`config.mk`:
```
export PLATFORM = sky130hd
export DESIGN_NAME = link_cfg_search
export DESIGN_NICKNAME = d
export VERILOG_FILES = /design/src/rtl/lcs_pkg.sv /design/src/rtl/lcs_datapath.sv /design/src/rtl/lcs_ctrl.sv /design/src/rtl/link_cfg_search.sv
export SDC_FILE = /design/constraint.sdc
export NUM_CORES = 1
export LEC_CHECK = 0
export ABC_AREA = 1
export BUFFER_PORTS_ARGS = -buffer_cell sky130_fd_sc_hd__buf_2
export CORE_AREA = 2 2 152 154
export CTS_BUF_LIST = sky130_fd_sc_hd__clkbuf_4 sky130_fd_sc_hd__clkbuf_8 sky130_fd_sc_hd__clkbuf_16
export DETAILED_ROUTE_END_ITERATION = 7
export DIE_AREA = 0 0 154 156
export PLACE_DENSITY_LB_ADDON = 0.25
export SYNTH_ARGS = -nofsm -noshare
export SYNTH_HDL_FRONTEND = slang
export SYNTH_HIERARCHICAL = 1
export SYNTH_SLANG_ARGS = --single-unit
```
`constraint.sdc`:
```
create_clock -name clk -period 13.7 [get_ports clk]
set_input_delay 0.685 -clock clk [delete_from_list [all_inputs] [get_ports clk]]
set_output_delay 0.685 -clock clk [all_outputs]
set_load 0.02 [all_outputs]
```
`src/rtl/lcs_pkg.sv`:
```
package lcs_pkg;
  localparam int RATE_W          = 20;
  localparam int NUM_RATES       = 3;
  localparam int RIDX_W          = $clog2(NUM_RATES);
  localparam int BRIDGE_RATE_IDX = 1;
  localparam int TOP_RATE_IDX    = NUM_RATES - 1;

  typedef enum logic {ST_IDLE, ST_SEARCH} lcsState_e;
  typedef enum logic [1:0] {OUT_NEXT, OUT_HIT, OUT_MISS} lcsOutcome_e;

  typedef struct packed {
    logic load;
    logic eval;
  } lcsStrobe_t;

  function automatic logic [RATE_W-1:0] rateOf(input logic [RIDX_W-1:0] idx);
    case (idx)
      RIDX_W'(0): rateOf = RATE_W'(162000);
      RIDX_W'(1): rateOf = RATE_W'(270000);
      default:    rateOf = RATE_W'(540000);
    endcase
  endfunction
endpackage

```
`src/rtl/lcs_datapath.sv`:
```
module lcs_datapath
  import lcs_pkg::*;
#(
  parameter int PIX_W  = 20,
  parameter int BPC_W  = 4,
  parameter int LANE_W = 3
) (
  input  logic              clk,
  input  logic              rstN,
  input  lcsStrobe_t        strobe,
  input  logic [PIX_W-1:0]  pixClk,
  input  logic [BPC_W-1:0]  bpc,
  input  logic [RATE_W-1:0] sinkMaxRate,
  input  logic [LANE_W-1:0] sinkMaxLanes,
  input  logic              bridgeMode,
  input  logic              sinkDp12,
  output lcsOutcome_e       outcome,
  output logic [LANE_W-1:0] lanesOut,
  output logic [RATE_W-1:0] rateOut,
  output logic              failOut,
  output logic              modeValidOut
);
  localparam int BPP_W  = (BPC_W + 2 > 5) ? BPC_W + 2 : 5;
  localparam int LIDX_W = (LANE_W > 1) ? $clog2(LANE_W) : 1;
  localparam int LAST_L = LANE_W - 1;
  localparam int CAP_W  = LANE_W + RATE_W + 3;
  localparam int DEM_W  = PIX_W + BPP_W;
  localparam int PROD_W = (CAP_W > DEM_W) ? CAP_W : DEM_W;

  logic [PIX_W-1:0]  pixQ;
  logic [BPP_W-1:0]  bppQ;
  logic [RATE_W-1:0] maxRateQ;
  logic [LANE_W-1:0] maxLanesQ;
  logic              bridgeQ;
  logic              dp12Q;
  logic [RIDX_W-1:0] rIdx;
  logic [LIDX_W-1:0] lIdx;

  logic [RATE_W-1:0] candRate;
  logic [LANE_W-1:0] candLanes;
  logic [PROD_W-1:0] capacity;
  logic [PROD_W-1:0] demand;
  logic              rateOk, laneOk, lastRate, advRate, advLane;
  logic [BPP_W-1:0]  bppIn;

  // bits per pixel from bits per colour
  assign bppIn = (bpc == '0) ? BPP_W'(24) : BPP_W'(bpc) * BPP_W'(3);

  assign candRate  = rateOf(rIdx);
  assign candLanes = LANE_W'(1) << lIdx;
  assign rateOk    = bridgeQ || (candRate <= maxRateQ);
  assign laneOk    = candLanes <= maxLanesQ;
  assign lastRate  = bridgeQ || (rIdx == RIDX_W'(NUM_RATES - 1));
  assign capacity  = PROD_W'(candLanes) * PROD_W'(candRate) * PROD_W'(8);
  assign demand    = PROD_W'(pixQ) * PROD_W'(bppQ);

  // candidate outcome: rates outer, lanes inner, both ascending
  always_comb begin
    outcome = OUT_NEXT;
    advRate = 1'b0;
    advLane = 1'b0;
    if (!rateOk) begin
      outcome = OUT_MISS;
    end else if (!laneOk) begin
      if (lIdx == '0 || lastRate) outcome = OUT_MISS;
      else                        advRate = 1'b1;
    end else if (capacity >= demand) begin
      outcome = OUT_HIT;
    end else if (lIdx == LIDX_W'(LAST_L)) begin
      if (lastRate) outcome = OUT_MISS;
      else          advRate = 1'b1;
    end else begin
      advLane = 1'b1;
    end
  end

  always_ff @(posedge clk or negedge rstN) begin
    if (!rstN) begin
      pixQ      <= '0;
      bppQ      <= '0;
      maxRateQ  <= '0;
      maxLanesQ <= '0;
      bridgeQ   <= 1'b0;
      dp12Q     <= 1'b0;
      rIdx      <= '0;
      lIdx      <= '0;
    end else if (strobe.load) begin
      pixQ      <= pixClk;
      bppQ      <= bppIn;
      maxRateQ  <= sinkMaxRate;
      maxLanesQ <= sinkMaxLanes;
      bridgeQ   <= bridgeMode;
      dp12Q     <= sinkDp12;
      // bridge mode searches the single middle rate only
      rIdx      <= bridgeMode ? RIDX_W'(BRIDGE_RATE_IDX) : '0;
      lIdx      <= '0;
    end else if (strobe.eval) begin
      if (advRate) begin
        rIdx <= rIdx + RIDX_W'(1);
        lIdx <= '0;
      end else if (advLane) begin
        lIdx <= lIdx + LIDX_W'(1);
      end
    end
  end

  always_ff @(posedge clk or negedge rstN) begin
    if (!rstN) begin
      lanesOut     <= '0;
      rateOut      <= '0;
      failOut      <= 1'b0;
      modeValidOut <= 1'b0;
    end else if (strobe.eval && outcome == OUT_HIT) begin
      lanesOut     <= candLanes;
      rateOut      <= candRate;
      failOut      <= 1'b0;
      modeValidOut <= !(rIdx == RIDX_W'(TOP_RATE_IDX) && !dp12Q);
    end else if (strobe.eval && outcome == OUT_MISS) begin
      lanesOut     <= '0;
      rateOut      <= '0;
      failOut      <= 1'b1;
      modeValidOut <= 1'b0;
    end
  end

  a_r6_fail_zeroes: assert property (@(posedge clk) disable iff (!rstN)
    failOut |-> (lanesOut == '0 && rateOut == '0));

  a_r7_fail_invalid: assert property (@(posedge clk) disable iff (!rstN)
    failOut |-> !modeValidOut);

  a_r8_top_rate_gate: assert property (@(posedge clk) disable iff (!rstN)
    (strobe.eval && outcome == OUT_HIT && rIdx == RIDX_W'(TOP_RATE_IDX) && !dp12Q)
      |=> (!modeValidOut && !failOut));

  a_r3_lane_onehot: assert property (@(posedge clk) disable iff (!rstN)
    $onehot0(lanesOut));

  a_r5_bridge_rate: assert property (@(posedge clk) disable iff (!rstN)
    (strobe.eval && outcome != OUT_NEXT && bridgeQ)
      |=> (failOut || rateOut == rateOf(RIDX_W'(BRIDGE_RATE_IDX))));

  a_r4_fit_holds: assert property (@(posedge clk) disable iff (!rstN)
    (strobe.eval && outcome == OUT_HIT)
      |=> (PROD_W'(lanesOut) * PROD_W'(rateOut) * PROD_W'(8) >= demand));
endmodule

```
`src/rtl/lcs_ctrl.sv`:
```
module lcs_ctrl
  import lcs_pkg::*;
(
  input  logic        clk,
  input  logic        rstN,
  input  logic        start,
  input  lcsOutcome_e outcome,
  output lcsStrobe_t  strobe,
  output logic        done
);
  lcsState_e state;

  // a start is taken only while idle
  assign strobe.load = (state == ST_IDLE) && start;
  assign strobe.eval = (state == ST_SEARCH);

  always_ff @(posedge clk or negedge rstN) begin
    if (!rstN) begin
      state <= ST_IDLE;
      done  <= 1'b0;
    end else begin
      done <= 1'b0;
      case (state)
        ST_IDLE:   if (start) state <= ST_SEARCH;
        ST_SEARCH: if (outcome != OUT_NEXT) begin
          state <= ST_IDLE;
          done  <= 1'b1;
        end
        default:   state <= ST_IDLE;
      endcase
    end
  end

  a_r9_single_done: assert property (@(posedge clk) disable iff (!rstN)
    done |=> !done);

  a_r10_busy_ignores_start: assert property (@(posedge clk) disable iff (!rstN)
    (state == ST_SEARCH && outcome == OUT_NEXT) |=> (state == ST_SEARCH && !done));
endmodule

```
`src/rtl/link_cfg_search.sv`:
```
module link_cfg_search
  import lcs_pkg::*;
#(
  parameter int PIX_W  = 20,
  parameter int BPC_W  = 4,
  parameter int LANE_W = 3
) (
  input  logic              clk,
  input  logic              rstN,
  input  logic              start,
  input  logic [PIX_W-1:0]  pixClk,
  input  logic [BPC_W-1:0]  bpc,
  input  logic [RATE_W-1:0] sinkMaxRate,
  input  logic [LANE_W-1:0] sinkMaxLanes,
  input  logic              bridgeMode,
  input  logic              sinkDp12,
  output logic              done,
  output logic [LANE_W-1:0] laneCount,
  output logic [RATE_W-1:0] rateKhz,
  output logic              fail,
  output logic              modeValid
);
  lcsStrobe_t  strobe;
  lcsOutcome_e outcome;

  lcs_ctrl uCtrl (
    .clk     (clk),
    .rstN    (rstN),
    .start   (start),
    .outcome (outcome),
    .strobe  (strobe),
    .done    (done)
  );

  lcs_datapath #(
    .PIX_W  (PIX_W),
    .BPC_W  (BPC_W),
    .LANE_W (LANE_W)
  ) uPath (
    .clk          (clk),
    .rstN         (rstN),
    .strobe       (strobe),
    .pixClk       (pixClk),
    .bpc          (bpc),
    .sinkMaxRate  (sinkMaxRate),
    .sinkMaxLanes (sinkMaxLanes),
    .bridgeMode   (bridgeMode),
    .sinkDp12     (sinkDp12),
    .outcome      (outcome),
    .lanesOut     (laneCount),
    .rateOut      (rateKhz),
    .failOut      (fail),
    .modeValidOut (modeValid)
  );
endmodule

```
Word-level counts from Yosys, hierarchy flattened --
Cells that the tools add are included.
Cells by class: add/sub/neg operators 2, multiply operators 3, magnitude comparators 3, equal/unequal tests 5, shifts and indexed selects 1, multiplexer cells 39, bitwise operators 1, reduce and logical (&&, ||, !) cells 19
Operator list (count):
- 20-bit two-way mux | 2
- 20-bit case mux with 2 select lines | 1
- 26-bit >= comparator | 1
- 20-bit by 6-bit multiplier with 26-bit output | 1
- 2-bit two-way mux | 13
- 3-bit by 20-bit multiplier with 23-bit output | 1
- 20-bit <= comparator | 1
- 1-bit two-way mux | 19
- 2-bit nonzero test | 4
- 2-bit == test (second input constant) | 3
- 4-bit by 2-bit multiplier with 6-bit output (second input constant) | 1
- 3-bit two-way mux | 2
- 6-bit two-way mux | 1
- 2-bit by 1-bit adder with 2-bit output (second input constant) | 2
- 2-bit by 1-bit == test with 1-bit output (second input constant) | 2
- 1-bit logical AND | 4
- 2-bit logical NOT | 2
- 4-bit logical NOT | 1
- 2-bit AND reduction | 2
- 3-bit <= comparator | 1
- 1-bit logical OR | 3
- 3-bit nonzero test | 1
- 1-bit by 2-bit << shifter with 3-bit output (first input constant) | 1
- 1-bit logical NOT | 2
- other kinds (2) | 2
Word-level totals: register bits after elaboration 82, input port bits 52, output and inout port bits 26, logic and storage cells 87

Depth between registers and ports, before layout --
Gate-level depths: netlist (run 1).
depth in word-level cells 11, depth in mapped cells 35, depth with buffers taken out 33

Hierarchy --
The synthesis (run 1) kept the hierarchy.
Modules (own cells, without submodules):
- lcs_datapath | instances 1, cells each 1164, area an instance 8700.8 µm², sequential area each 1676.6 µm²
- lcs_ctrl | instances 1, cells each 10, area an instance 86.3 µm², sequential area each 50.0 µm²

Worst setup path after synthesis (run 1) --
No wires, ideal clock.
path type register -> register, start point reg uPath.bppQ[5], end point reg uPath.rateOut[13], library setup time 128 ps, arrival time 5144 ps, data required time 13572 ps, slack 8428 ps, stages on the path, launching flop included 30, path buffers 2, period minus slack after synthesis 5272 ps, path through dfrtp_1 -> clkbuf_1 -> nand2_1 -> fa_1 -> fa_1 -> fa_1 -> inv_1 -> ha_1 -> a21oi_1 -> o21ai_0 -> a21oi_1 -> o21ai_0 -> a31oi_1 -> xor2_1 -> ha_1 -> nand2_1 -> nor2_1 -> nand2_1 -> nor2_1 -> nand2_1 -> nor2_1 -> nor2_1 -> and2_4 -> nand2_2 -> nand2_2 -> nor2_4 -> inv_2 -> buf_6 -> nand3_2 -> o21ai_2
On the way: longest elaborated chain between the ends 8, elaborated cells on any way between the ends 11, classes of those cells 1 x mul; 1 x order compare; 2 x eq/ne; 4 x mux; 3 x reduce/logical
Ends and longest elaborated chain:
- start: declaration | RTL line lcs_datapath.sv:31 | logic [BPP_W-1:0] bppQ;
- start signal: assignment | RTL line lcs_datapath.sv:89 | bppQ <= bppIn;
- 20-bit by 6-bit multiplier with 26-bit output * | RTL line lcs_datapath.sv:55 | assign demand = PROD_W'(pixQ) * PROD_W'(bppQ);
- 26-bit >= comparator * | RTL line lcs_datapath.sv:67 | end else if (capacity >= demand) begin
- 2-bit two-way mux * | RTL line lcs_datapath.sv:67
- 2-bit two-way mux * | RTL line lcs_datapath.sv:64 | end else if (!laneOk) begin
- 2-bit two-way mux * | RTL line lcs_datapath.sv:62 | if (!rateOk) begin
- 2-bit by 1-bit == test with 1-bit output / 2-bit == test (equally long branches) | RTL line lcs_datapath.sv:113, lcs_datapath.sv:118
- 1-bit logical AND, on equally long branches | RTL line lcs_datapath.sv:113, lcs_datapath.sv:118
- 20-bit two-way mux / 2-bit nonzero test (equally long branches)
- end signal: assignment | RTL line lcs_datapath.sv:115 | rateOut <= candRate;
- end: declaration | RTL line lcs_datapath.sv:19 | output logic [RATE_W-1:0] rateOut,
Every way passes the cells marked *; elsewhere a longest branch is shown, timed or not. A chain may end at the register's enable or synchronous reset.

Worst setup path in the final report (run 1) --
start point reg uPath.bppQ[2], end point reg uPath.rateOut[7]
Same word-level chain as after synthesis.

==> results of run 1 <==
## per-layer routing
metal  vias to the layer above  share of wire [%]
met4                         0                1.5
met5                         -                  0
met1                      3268                 47
met3                        22                3.6
li1                       3629                  -
met2                       120                 48
## final timing paths
path                                      to  cells past startpoint
min reg2reg                    uPath/failOut                      2
max in group asynchronous      uPath/pixQ[4]                      1
min in group clk               uPath/failOut                      2
max reg2reg                 uPath/rateOut[7]                     29
max                         uPath/rateOut[7]                     29
min                        uPath/maxRateQ[7]                      1
## layout make-up
cell class                 count  share of cell area [%]
inverter                     264                   10.32
clock inverter                 7                  0.7691
sequential                    69                   17.99
clock buffer                   9                   2.346
timing repair buffer          73                   3.885
tap                          285                   3.715
multi-input combinational    803                   60.97
## cells by family (layout without fill, tap and decap cells)
| family | after synthesis | in the layout | share of synthesized area [%] |
|---|---|---|---|
| AND/OR/NAND/NOR | 442 | 442 | 20.69 |
| buffers and inverters | 307 | 353 | 13.97 |
| AO/OA/AOI/OAI | 137 | 137 | 9.013 |
| other | 1 | 6 | 0.04268 |
| adder cells (fa/ha/maj) | 183 | 183 | 33.15 |
| flip-flops | 69 | 69 | 19.65 |
| XOR/XNOR | 35 | 35 | 3.488 |
## state kept, by name, summed over array words and instances (netlist names), 2 cells and up
name / cells
uPath/rateOut: 7
uPath/lIdx: 2
uPath/rIdx: 2
uPath/bppQ: 6
uPath/lanesOut: 3
uPath/maxLanesQ: 3
uPath/pixQ: 20
uPath/maxRateQ: 20
## placed cells by master (no fill, tap or decap), types with 10 or more instances in the layout
cell type and instances:
o21ai_0 48, nand3_1 15, fa_1 83, a21oi_1 54
inv_1 262, xor2_1 23, nor2_1 56, xnor2_1 12
buf_2 70, dfrtp_1 69, nand2_1 331, o21ai_2 10
ha_1 100
## per-stage QoR
step / area (µm²) / hold WS [ns] / setup slack [ns] / utilization, % / instances
CTS: 9598 / 0.4779 / 7.435 / 42.91 / 1510
global placement: 9299 / 0.4526 / 7.570 / 41.58 / 1494
detailed placement: 9299 / 0.4610 / 7.458 / 41.58 / 1494
global route: 9598 / 0.5112 / 6.881 / 42.91 / 1510
floorplan: 8806 / 0.3894 / 8.428 / - / 1179
finish: 9598 / 0.4608 / 7.462 / 42.91 / 1510
==> metrics.yaml, run 1 <==
sta:
  maxClockFrequency_ghz: 0.1603
  post-route-period-util_pct: 45.53
  drv_slew: 0
  clock_skew_ns: 0.01047
  finalCriticalPeriod_ns: 6.238
  setup_viol: 0
  tightest_slew_ns: 0.9041
  final.setup.tns_ns: 0
  final-hold-violation-count: 0
  grt_setup_unrepaired: "false"
  relSlewSlack_pct: 39.73
synth:
  synthCells: 1174
  synth_area_um2: 8787
  async_flop_share_pct: 100.0
  yosys_register_bits: 69
  synthTopCellsByCount: "331 x nand2_1, 263 x inv_1, 100 x ha_1, 83 x fa_1, 69 x dfrtp_1"
  synth_edf_count: 0
  synth_area_leader_cell: "dfrtp_1"
  synthTopCellsByArea: "dfrtp_1 20%, fa_1 19%, ha_1 14%, nand2_1 14%, inv_1 11%"
  post-synth-top-count-cell: "nand2_1"
  synthDistinctLibCells: 42
  synth-seq-area-share_pct: 19.65
  synth.top_cell.area_share_pct: 19.65
  syn_avg_cell_area_um2: 7.485
  synth_warnings: 6
  synthFlopType: "dfrtp_1"
setup_path:
  cp_max_fo: 21
  crit_start: "uPath/bppQ[2]"
  max_stage_delay_ns: 0.84
  crit_path_end_kind: "flop"
  worst_path_max_delay_cell: "dfrtp_1"
  critPathLaunchType: "flop"
  r2r_start: "uPath/bppQ[2]"
  arrival_ns: 6.51
  crit_type: "reg -> reg"
  r2r_slack_ns: 7.46
  worst-path-buf-inv: 4
  cp_top_family: "adder cells"
  required_ns: 13.97
clocking:
  cts_buffers: 9
  post_cts_resized: 0
  cts_setup_buffers: 0
  tritoncts: "done"
  cts_hold_buf: 0
  cts_buffer_depth: 2
  cts.sinks: 69
  htree_levels: 3
  clkLatencyLatePin_ns: 0.35
  path_clk_slew_ns: 0.07
  ctsRootBufferMaster: "clkbuf_16"
route:
  avgViaCountPerCell: 4.662
  first_iter_violations: 318
  drc: 0
  routedWlPerCell_um: 12.84
  first_pass_iters: 5
  drt-total-wl_mm: 19.39
  ant_nets: 0
  vias: 7039
grt:
  grt.overflow.total: 0
  grt_start_max_net_pins: 76
  grt_util_met3_pct: 2.833
  grt.met2_usage_pct: 30.28
  met1_usage_pct: 22.70
  grt_use_total_pct: 17.44
  grt_pass1_vias: 7217
  grt_pass1_wl_mm: 34.07
  antenna_found_initial: 0
  busiest_layer: "met2"
run_status:
  status: "finished clean"
cells_and_area:
  layout-drive-gt1-share_pct: 9.959
  nNetsFinal: 1455
  fillers: 2275
  multi_input_area_um2: 5852
  ff_latch_area_um2: 1727
  n_antenna_cell: 0
  area_delta_synth_final_pct: 9.227
floorplanning:
  fp.dieW_um: 154
  start_util_pct: 39.29
  core-area_um2: 22370
  boundaryPins: 78
  die_area_um2: 24020
  rows: 55
  die_y_um: 156
hold_path:
  min_path_type: "in -> async"
placed_design:
  io_buffers: 71
  gp_congestion: 0.8530
  place_hpwl_mm: 15.44
run:
  cap_viol_max_count: 0
Power of run 1 is not shown: default switching activity piles up to over one toggle a cycle in this logic, so the estimate is an artifact.
==> run 2, diff against run 1 <==
- clock period: 13.7 -> 6.36 ns (I/O delays scaled with it)
==> run 2 against run 1 <==
  * Count of clock-buffer cells in the layout unchanged
  * Worst setup slack worse by 7.0 ns
  * Design area up 0.33%
  * First-iteration DRC count up 22%
  * Sequential cell count unchanged
  * Clock skew down 0.0020 ns
  * Highest routed layer unchanged
==> metrics.yaml, run 2 (synthesis results as in run 1) <==
clocking:
  cts_buffers: 9
  path_clk_slew_ns: 0.07
  cts.sinks: 69
  ctsRootBufferMaster: "clkbuf_16"
  tritoncts: "done"
  htree_levels: 3
  clkLatencyLatePin_ns: 0.35
  cts_buffer_depth: 2
  cts_setup_buffers: 0
floorplanning:
  start_util_pct: 39.29
  rows: 55
  boundaryPins: 78
  fp.dieW_um: 154
  core-area_um2: 22370
  die_y_um: 156
  die_area_um2: 24020
sta:
  final.setup.tns_ns: 0
  final-hold-violation-count: 0
  grt_setup_unrepaired: "false"
  post-route-period-util_pct: 93.06
  clock_skew_ns: 0.008511
  finalCriticalPeriod_ns: 5.918
  tightest_slew_ns: 0.9056
  drv_slew: 0
  setup_viol: 0
  maxClockFrequency_ghz: 0.1690
  relSlewSlack_pct: 39.62
cells_and_area:
  n_antenna_cell: 0
  layout_commonest_cell: "nand2_1"
  fillers: 2320
  area_delta_synth_final_pct: 9.583
  nNetsFinal: 1459
  layout-drive-gt1-share_pct: 10.74
  mostFrequentLayoutCells: "331 x nand2_1, 262 x inv_1, 100 x ha_1"
  utilization_pct: 43.05
  largestRegisters: "uPath/maxRateQ x20, uPath/pixQ x20, uPath/rateOut x7"
route:
  drc: 0
  drt-total-wl_mm: 19.56
  first_pass_iters: 5
  vias: 7012
  routedWlPerCell_um: 12.92
  avgViaCountPerCell: 4.631
  ant_nets: 0
  first_iter_violations: 387
setup_path:
  r2r_slack_ns: 0.44
  critPathLaunchType: "flop"
  crit_start: "uPath/bppQ[5]"
  crit_type: "reg -> reg"
  crit_path_end_kind: "flop"
  worst_path_max_delay_cell: "dfrtp_2"
  r2r_cells: 31
  arrival_ns: 6.20
  max_stage_delay_ns: 0.61
  required_ns: 6.64
  crit_path_frequent_cell: "nand2_1"
  r2r_start: "uPath/bppQ[5]"
  r2r-end: "uPath/rateOut[7]"
  cp_max_fo: 21
grt:
  grt.overflow.total: 0
  grt_pass1_wl_mm: 34.20
  grt_start_max_net_pins: 76
  antenna_found_initial: 0
  grt_pass1_vias: 7082
  grt_use_total_pct: 17.52
run_status:
  status: "finished clean"
hold_path:
  min_path_type: "in -> async"
placed_design:
  gp_congestion: 0.8639
  io_buffers: 71
  place_hpwl_mm: 15.69
run:
  cap_viol_max_count: 0
[run 2: changes by cell type in the layout (fill, tap and decap cells not counted), sizes merged]
cell,before,now
inv,269,267
buf,73,77
clkinv,2,1
clkinvlp,0,3
[run 2: worst max path at each step]
stage | end | slack [ns] | cells after the start
after detailed placement | uPath/rateOut[7] | 0.08 | 29
after global placement | uPath/rateOut[7] | 0.27 | 29
after floorplan | uPath/rateOut[13] | 1.09 | 29
final | uPath/rateOut[7] | 0.44 | 31
after CTS | uPath/rateOut[7] | 0.06 | 29
after global routing | uPath/rateOut[7] | 0.02 | 29
[run 2: area by class of cell]
type / instances / area (µm²) / area share (%)
tap: 285 / 356.6 / 3.703
clock inverter: 7 / 67.56 / 0.7017
clock buffer: 9 / 225.2 / 2.339
timing repair buffer: 77 / 402.9 / 4.184
sequential: 69 / 1734 / 18.01
multi-input combinational: 803 / 5852 / 60.77
inverter: 264 / 991.0 / 10.29
[run 2: repair_timing]
action / in CTS / in global routing
endpoints found under the setup margin: 0 / 18
gates resized for setup: 0 / 7
hold buffers: 0 / 0
[run 2: metal layers]
layer  GRT usage, %  wire [µm]
met4          4.094        199
met5              0          0
met3          2.556        583
met2          29.55       9215
met1          23.84       9558
[run 2: critical path: cells and delay by family (launching register included)]
family / cells / cell delay, ns
buf+inv: 3 / 0.50
simple gates: 18 / 1.57
flops: 1 / 0.61
xor+xnor: 1 / 0.19
fa+ha+maj: 5 / 2.20
compound gates: 4 / 0.75
[run 2: stage by stage]
step	std cells	hold slack [ns]	instance area (µm²)	setup slack, ns
5_1_grt	1514	0.1547	9629	0.02369
3_5_place_dp	1498	0.4636	9329	0.07791
2_1_floorplan	1179	0.02241	8806	1.088
6_report	1514	0.09411	9629	0.4417
3_3_place_gp	1498	0.4532	9329	0.2685
4_1_cts	1514	0.1315	9622	0.06310
Power of run 2 is left out for the same reason.
